### config.mk
export PLATFORM = sky130hd
export DESIGN_NAME = chop_phase_ctrl
export DESIGN_NICKNAME = d
export VERILOG_FILES = /design/src/rtl/chop_phase_ctrl.sv
export SDC_FILE = /design/constraint.sdc
export NUM_CORES = 1
export LEC_CHECK = 0
export BUFFER_PORTS_ARGS = -buffer_cell sky130_fd_sc_hd__clkbuf_2
export CORE_UTILIZATION = 40
export DETAILED_ROUTE_END_ITERATION = 10
export GPL_TIMING_DRIVEN = 0
export PLACE_DENSITY = 0.64
export SLEW_MARGIN = 20
export SYNTH_ARGS = -nofsm -noshare
export SYNTH_HDL_FRONTEND = slang
export SYNTH_SLANG_ARGS = --single-unit
### constraint.sdc
create_clock -name clk -period 3.3 [get_ports clk]
set_clock_uncertainty 0.1 [all_clocks]
set_input_delay 0.165 -clock clk [delete_from_list [all_inputs] [get_ports clk]]
set_output_delay 0.165 -clock clk [all_outputs]
set_load 0.03 [all_outputs]
### src/rtl/chop_phase_ctrl.sv
module chop_phase_ctrl #(
  parameter int CW = 8,
  parameter int WAKE_CYC = 125000
) (
  input  logic          clk,
  input  logic          rst_n,
  input  logic          sleep_n,
  input  logic          out_dis,
  input  logic          fault,
  input  logic          trip,
  input  logic          pol,
  input  logic [1:0]    decay_sel,
  input  logic          sr_dis,
  input  logic          zero_det,
  input  logic [CW-1:0] off_len,
  input  logic [CW-1:0] blank_len,
  input  logic [CW-1:0] fast_len,
  output logic          src_a,
  output logic          snk_a,
  output logic          src_b,
  output logic          snk_b,
  output logic          step_ready
);

  localparam int WW = $clog2(WAKE_CYC + 1);
  localparam logic [WW-1:0] WAKE_V = WW'(WAKE_CYC);
  localparam logic [CW-1:0] ONE = CW'(1);

  typedef enum logic [1:0] {S_DIS, S_ON, S_OFF} st_t;

  st_t st;
  logic [3:0]    gate_q, tgt, gate_d;
  logic [3:0]    m_src, m_snk, m_cs, m_ck, on_pat;
  logic [CW-1:0] ocnt, fcnt, bcnt;
  logic [CW-1:0] t_eff, b_eff, f_eff;
  logic [WW-1:0] wcnt;
  logic          zero_hit, sr_ok, fast_now, kill;

  assign kill  = out_dis | fault | ~sleep_n;
  assign t_eff = (off_len == '0) ? ONE : off_len;
  assign b_eff = (blank_len == '0) ? ONE : blank_len;
  assign f_eff = (fast_len == '0) ? ONE : fast_len;

  // bit order {src_a, snk_a, src_b, snk_b}
  assign m_src  = pol ? 4'b0010 : 4'b1000;
  assign m_snk  = pol ? 4'b0100 : 4'b0001;
  assign m_cs   = pol ? 4'b0001 : 4'b0100;
  assign m_ck   = pol ? 4'b1000 : 4'b0010;
  assign on_pat = m_src | m_snk;

  assign sr_ok    = ~sr_dis & ~zero_hit & ~zero_det;
  assign fast_now = (decay_sel == 2'b01) || (decay_sel[1] && fcnt != '0);

  always_comb begin
    case (st)
      S_ON:    tgt = on_pat;
      S_OFF:   tgt = fast_now ? (sr_ok ? (m_cs | m_ck) : 4'b0000)
                              : (m_snk | (sr_ok ? m_cs : 4'b0000));
      default: tgt = 4'b0000;
    endcase
  end

  always_comb begin
    gate_d[3:2] = ((gate_q[3] & tgt[2]) | (gate_q[2] & tgt[3])) ? 2'b00 : tgt[3:2];
    gate_d[1:0] = ((gate_q[1] & tgt[0]) | (gate_q[0] & tgt[1])) ? 2'b00 : tgt[1:0];
  end

  always_ff @(posedge clk) begin
    if (!rst_n) begin
      st       <= S_DIS;
      gate_q   <= '0;
      ocnt     <= '0;
      fcnt     <= '0;
      bcnt     <= '0;
      zero_hit <= 1'b0;
    end else begin
      gate_q <= kill ? 4'b0000 : gate_d;
      if ((kill ? 4'b0000 : gate_d) != gate_q) bcnt <= b_eff;
      else if (bcnt != '0)                      bcnt <= bcnt - ONE;
      if (kill) begin
        st       <= S_DIS;
        zero_hit <= 1'b0;
      end else begin
        case (st)
          S_DIS: st <= S_ON;
          S_ON: if (trip && bcnt == '0 && gate_q == on_pat) begin
            st       <= S_OFF;
            ocnt     <= t_eff - ONE;
            fcnt     <= f_eff;
            zero_hit <= 1'b0;
          end
          S_OFF: begin
            if (fcnt != '0) fcnt <= fcnt - ONE;
            if (zero_det)   zero_hit <= 1'b1;
            if (ocnt == '0) st <= S_ON;
            else            ocnt <= ocnt - ONE;
          end
          default: st <= S_DIS;
        endcase
      end
    end
  end

  always_ff @(posedge clk) begin
    if (!rst_n || !sleep_n) wcnt <= WAKE_V;
    else if (wcnt != '0)    wcnt <= wcnt - WW'(1);
  end

  assign step_ready = sleep_n && (wcnt == '0);
  assign {src_a, snk_a, src_b, snk_b} = gate_q;

  p_leg_a_r10: assert property (@(posedge clk) disable iff (!rst_n) !(src_a && snk_a));
  p_leg_b_r10: assert property (@(posedge clk) disable iff (!rst_n) !(src_b && snk_b));
  p_dead_a_r10: assert property (@(posedge clk) disable iff (!rst_n) src_a |=> !snk_a);
  p_dead_a2_r10: assert property (@(posedge clk) disable iff (!rst_n) snk_a |=> !src_a);
  p_dead_b_r10: assert property (@(posedge clk) disable iff (!rst_n) src_b |=> !snk_b);
  p_dead_b2_r10: assert property (@(posedge clk) disable iff (!rst_n) snk_b |=> !src_b);
  p_kill_r11: assert property (@(posedge clk) disable iff (!rst_n)
    kill |=> (gate_q == 4'b0000));
  p_blank_r3: assert property (@(posedge clk) disable iff (!rst_n)
    (st == S_OFF && $past(st) == S_ON) |-> ($past(bcnt) == '0 && $past(trip)));
  p_sleep_r13: assert property (@(posedge clk) disable iff (!rst_n)
    !sleep_n |=> !step_ready);

endmodule

* Word-level counts from Yosys, hierarchy flattened *
Cells that the tools add are included.
Widths: inputs -> output; s select.

cells by class
  reductions and logical operators = 25
  muxes and demuxes = 28
  bitwise gates (word level) = 19
  $add $sub $neg = 5
  equal/unequal tests = 10

operators with widths
  cell                   count
  $mux 8                 9
  $logic_not 8->1        5
  $pmux 8 s2             2
  $sub 8x1->8 const B    4
  $mux 4                 5
  $logic_not 17->1       1
  $reduce_bool 17->1     1
  $sub 17x1->17 const B  1
  $reduce_bool 8->1      2
  $ne 2x2->1 const B     5
  $mux 3                 3
  $mux 2                 4
  $pmux 4 s2             1
  $reduce_and 4->1       2
  $and 1x1->1            6
  $not 1->1              6
  $pmux 2 s3             1
  $eq 2x1->1 const B     2
  $eq 4x4->1             1
  $logic_and 1x1->1      4
  $ne 4x4->1             1
  $or 1x1->1             4
  $or 3x4->4             1
  $or 4x3->4             1
  11 further kinds       15

storage, ports and cells
  word-level logic and storage cells = 94
  register bits after elaboration = 48
  input bits = 35
  output and inout port bits = 5

* Longest topological paths before layout *
  depth after elaboration = 13
  mapped depth = 11
  mapped depth without buffers = 9

* Worst setup path before layout *
OpenSTA, ideal clock, no wires.

  kind = register to register
  start = register st[0]
  end = register bcnt[1]
  stages on the path, launching flop included = 10
  clock period less this slack = 2481 ps
  setup time = 72 ps
  required time = 3128 ps
  path buffers = 1
  data arrival time = 2309 ps
  path slack = 819 ps
  cell sequence = dfxtp_1 inv_1 ha_1 nand3_1 nor4b_1 mux2_1 a211oi_2 and2_1 buf_6 mux2i_1

on the way
  cells in the longest elaborated chain, start to end = 8
  elaborated cells between the ends (all ways) = 15
  classes of those cells = eq/ne (3); mux (5); bitwise (6); reduce/logical (1)

RTL lines
  item                                                line    source
  start: declaration                                  31      st_t st;
  start signal: assignment                            70      st <= S_DIS;
  start signal: assignment                            81      st <= S_DIS;
  start signal: assignment                            85      S_DIS: st <= S_ON;
  $eq 2x2->1 / $eq 2x1->1 (equally long branches)     55      case (st)
  $pmux 4 s2 (*)                                      55
  $and 1x1->1 (on tied branches)                      65, 64
  $or 1x1->1 (on tied branches)                       65, 64
  $mux 2 (on tied branches)                           65, 64
  $mux 4 (*)                                          78      if ((kill ? 4'b0000 : gate_d) != gate_q) bcnt <= b_eff;
  $ne 4x4->1 (*)                                      78
  $mux 8 / $reduce_bool 2->1 (equally long branches)  n/a
  end signal: assignment                              79      else if (bcnt != '0) bcnt <= bcnt - ONE;
  end: declaration                                    34      logic [CW-1:0] ocnt, fcnt, bcnt;

Every way passes the cells marked *; elsewhere a longest branch is shown, timed or not.
A chain may end at the register's enable or synchronous reset.

* Final worst setup path *
  start = register st[0]
  end = register ocnt[4]

on the way
  cells in the longest elaborated chain, start to end = 3
  elaborated cells between the ends (all ways) = 7
  classes of those cells = eq/ne (4); mux (1); reduce/logical (2)

RTL lines
  item                                                                     line  source
  $eq 2x2->1 / $eq 2x1->1 (equally long branches)                          84    case (st)
  $ne 2x2->1 (no source line) / $reduce_bool 2->1 (equally long branches)  n/a
  $reduce_and 4->1 (no source line)                                        n/a
  end signal: assignment                                                   88    ocnt <= t_eff - ONE;
  end signal: assignment                                                   96    else ocnt <= ocnt - ONE;
  end: declaration                                                         34

Several ways; a longest one is shown, not always the timed one.

==> impl_results.md <==
* Clk_lat worst skew at 0.31 ns
* Synth Instances at 381
* Cts hold-fix bufs at 4
* # fillers at 722
* PwrDens at 430 mW/mm^2
* Maximum VDD drop at 0.000297 V
* DR WL/cell at 14.2 um
* CP startpoint kind: register
* Most common cell after layout, fill and taps aside: nand2_1
* Clk pwr share at 29.1%
* Vert. Die Dim at 90.4 um
* CP required at 3.42 ns
* Switching Power at 499 uW
* Die area at 0.00817 sq mm
* Crit Path Class: reg -> reg
* Placed cells at 517
* Placer Congestion at 0.854
* Max Buffers Root-to-Sink at 2
* Core area at 0.00741 sq mm
* Sum Neg Setup Slack at 0 ns
* Hold Path Class: in -> reg
* Total GRT Usage at 19.1%
* Synth Flop Type: dfxtp_1
* Internal power at 1040 uW
* Relative slew slack at 49.0%
* Most frequent cells in the layout: 58 x nand2_1, 48 x dfxtp_1, 38 x clkbuf_2
* Vias post-DR at 2936
* Hold Vio Cnt, Final at 0
* Max cap viols at 0
* Leak at 0.00140 uW
* I/O pin total at 40
* H-tree level count at 2
* Switching power share of the total at 32.3%
* Row count at 31
* Largest net degree at the start of global routing at 17
* Synthesis Warnings at 0
* Diode count at 0
* DRT antenna net count at 0
* Share of layout cells above drive strength 1 at 15.8%
* Area Overhead vs Synth at 14.9%
* Synth Cell Area at 0.00313 sq mm
* Synthesized flop and latch total at 48
* Synth Area per Inst at 8.20 sq um
* Post-cts sizing count at 0
* Sequential area share after synthesis at 30.7%
* CTS Buf Count at 5
* Layout net count at 472
* Total global routing overflow at 0
* CTS clk-pin slew, worst paths at 0.10 ns
* Number of synthesized flops with an enable pin at 0
* First-pass GRT wire length at 12900 um
* Vias in the first global route at 2780
* Reg2reg start: st[0]$_SDFFE_PP0P_
* CP Capture Type: register
* CP startpoint: st[0]$_SDFFE_PP0P_
* Flop pwr share at 44.2%
* Crit share post-route at 89.3%
* Initial antenna violation count at 0
* DP HPWL at 5520 um
* DR iter-0 viols at 166
* Initial core utilization at 42.2%
* Final WL at 7510 um
* Max FO, Critical Path at 10
* Number of setup violations in the final report at 0
* Remaining routing DRC violations at 0
* Die W at 90.4 um
* Clk sinks at 48
* Fin cells at 529
* CP arrival at 3.06 ns
* Synth cell types at 69
* CTS tree: yes
* Part of the power in combinational logic at 26.7%
* Worst Tran Pin Value at 0.759 ns
* Post-Syn Nets at 424
* CTS root buffer: clkbuf_8
* Status: finished clean
* Min-delay src: blank_len[7]
* I/O Buffers at 37
* Fmax at 339 MHz
* Unrepaired setup endpoints after global routing: no
* Fin crit period at 2.95 ns
* DRT Pass-1 Iters at 4
* Drt via density at 5.55
* Async S/R FF share, synth at 0%
* Setup Buffers After CTS at 0
* Slew Limit Fails at 0
state kept, by name (all words and copies together) (netlist names):
name      count
zero_hit      1
fcnt          8
bcnt          8
wcnt         17
ocnt          8
gate_q        4
st            2
per-stage QoR:
step	total power [uW]	instance area (sq um)	setup slack, ns	hold slack, ns	util [%]
global placement	1090	3430	0.438	0.312	46.4
finish	1540	3590	0.353	0.00732	48.5
global route	1630	3590	0.148	0.0108	48.5
floorplan	1000	3130	0.819	0.204	-
detailed placement	1100	3430	0.421	0.318	46.4
CTS	1550	3590	0.383	0.00242	48.5
final cells by class:
cell class	instances	area [sq um]	area share [%]
sequential	48	961	26.8
clock inverter	3	46.3	1.29
inverter	18	67.6	1.88
tap	99	124	3.45
buffer	17	91.3	2.54
multi-input combinational	298	2010	55.9
clock buffer	5	68.8	1.92
timing repair buffer	41	225	6.27
cell families (layout without fill, tap and decap cells):
family | after synthesis | in the layout | share of synthesized area, %
AO/OA/AOI/OAI | 85 | 85 | 21.3
adder cells (fa/ha/maj) | 8 | 8 | 3.20
XOR/XNOR | 16 | 16 | 4.48
flip-flops | 48 | 48 | 30.7
multiplexers | 17 | 17 | 5.56
buffers and inverters | 35 | 84 | 5.08
AND/OR/NAND/NOR | 172 | 172 | 29.6
worst max-delay path, stage by stage (launching register included):
cell and delay [ns]:
dfxtp_1 0.35, inv_1 0.08, ha_1 0.25, buf_2 0.31
mux2i_1 0.32, a21boi_0 0.38, ha_1 0.37, o21ai_0 0.21
a21oi_1 0.19, o221ai_1 0.12, and2_1 0.17
Yosys cell counts (6+ instances only):
cell type / instances / area [sq um]
a211oi_1: 6 / 45.0
a21boi_1: 6 / 45.0
a21oi_1: 13 / 65.1
clkbuf_1: 9 / 33.8
dfxtp_1: 48 / 961
ha_1: 8 / 100
inv_1: 18 / 67.6
mux2i_1: 14 / 140
nand2_1: 58 / 218
nand3_1: 16 / 80.1
nor2_1: 29 / 109
nor2b_1: 8 / 50.1
nor3_1: 15 / 75.1
nor4_1: 9 / 56.3
o21ai_0: 9 / 45.0
xnor2_1: 11 / 96.3
power by group through the flow:
stage | Clock [uW] | Sequential, uW | Combinational [uW]
final | 449 | 682 | 411
after global routing | 486 | 688 | 460
after CTS | 462 | 681 | 410
after detailed placement | 0 | 694 | 405
after global placement | 0 | 693 | 392
after floorplan | 0 | 684 | 320
layer usage:
layer | GRT usage (%) | wire length, um | vias up
met5 | 0 | 0 | -
met4 | 5.91 | 70 | 0
met3 | 3.62 | 381 | 7
met2 | 30.3 | 3390 | 74
met1 | 26.0 | 3670 | 1363
li1 | - | - | 1492
final timing paths:
check,endpoint,depth (start not counted),slack [ns]
max,ocnt[4]$_SDFFE_PN0P_,10,0.35
min,bcnt[7]$_SDFFE_PN0P_,2,0.007
max reg2reg,ocnt[4]$_SDFFE_PN0P_,10,0.35
min reg2reg,wcnt[16]$_SDFFE_PP1P_,2,0.35
Note: power is estimated with default switching activity, not from simulation.
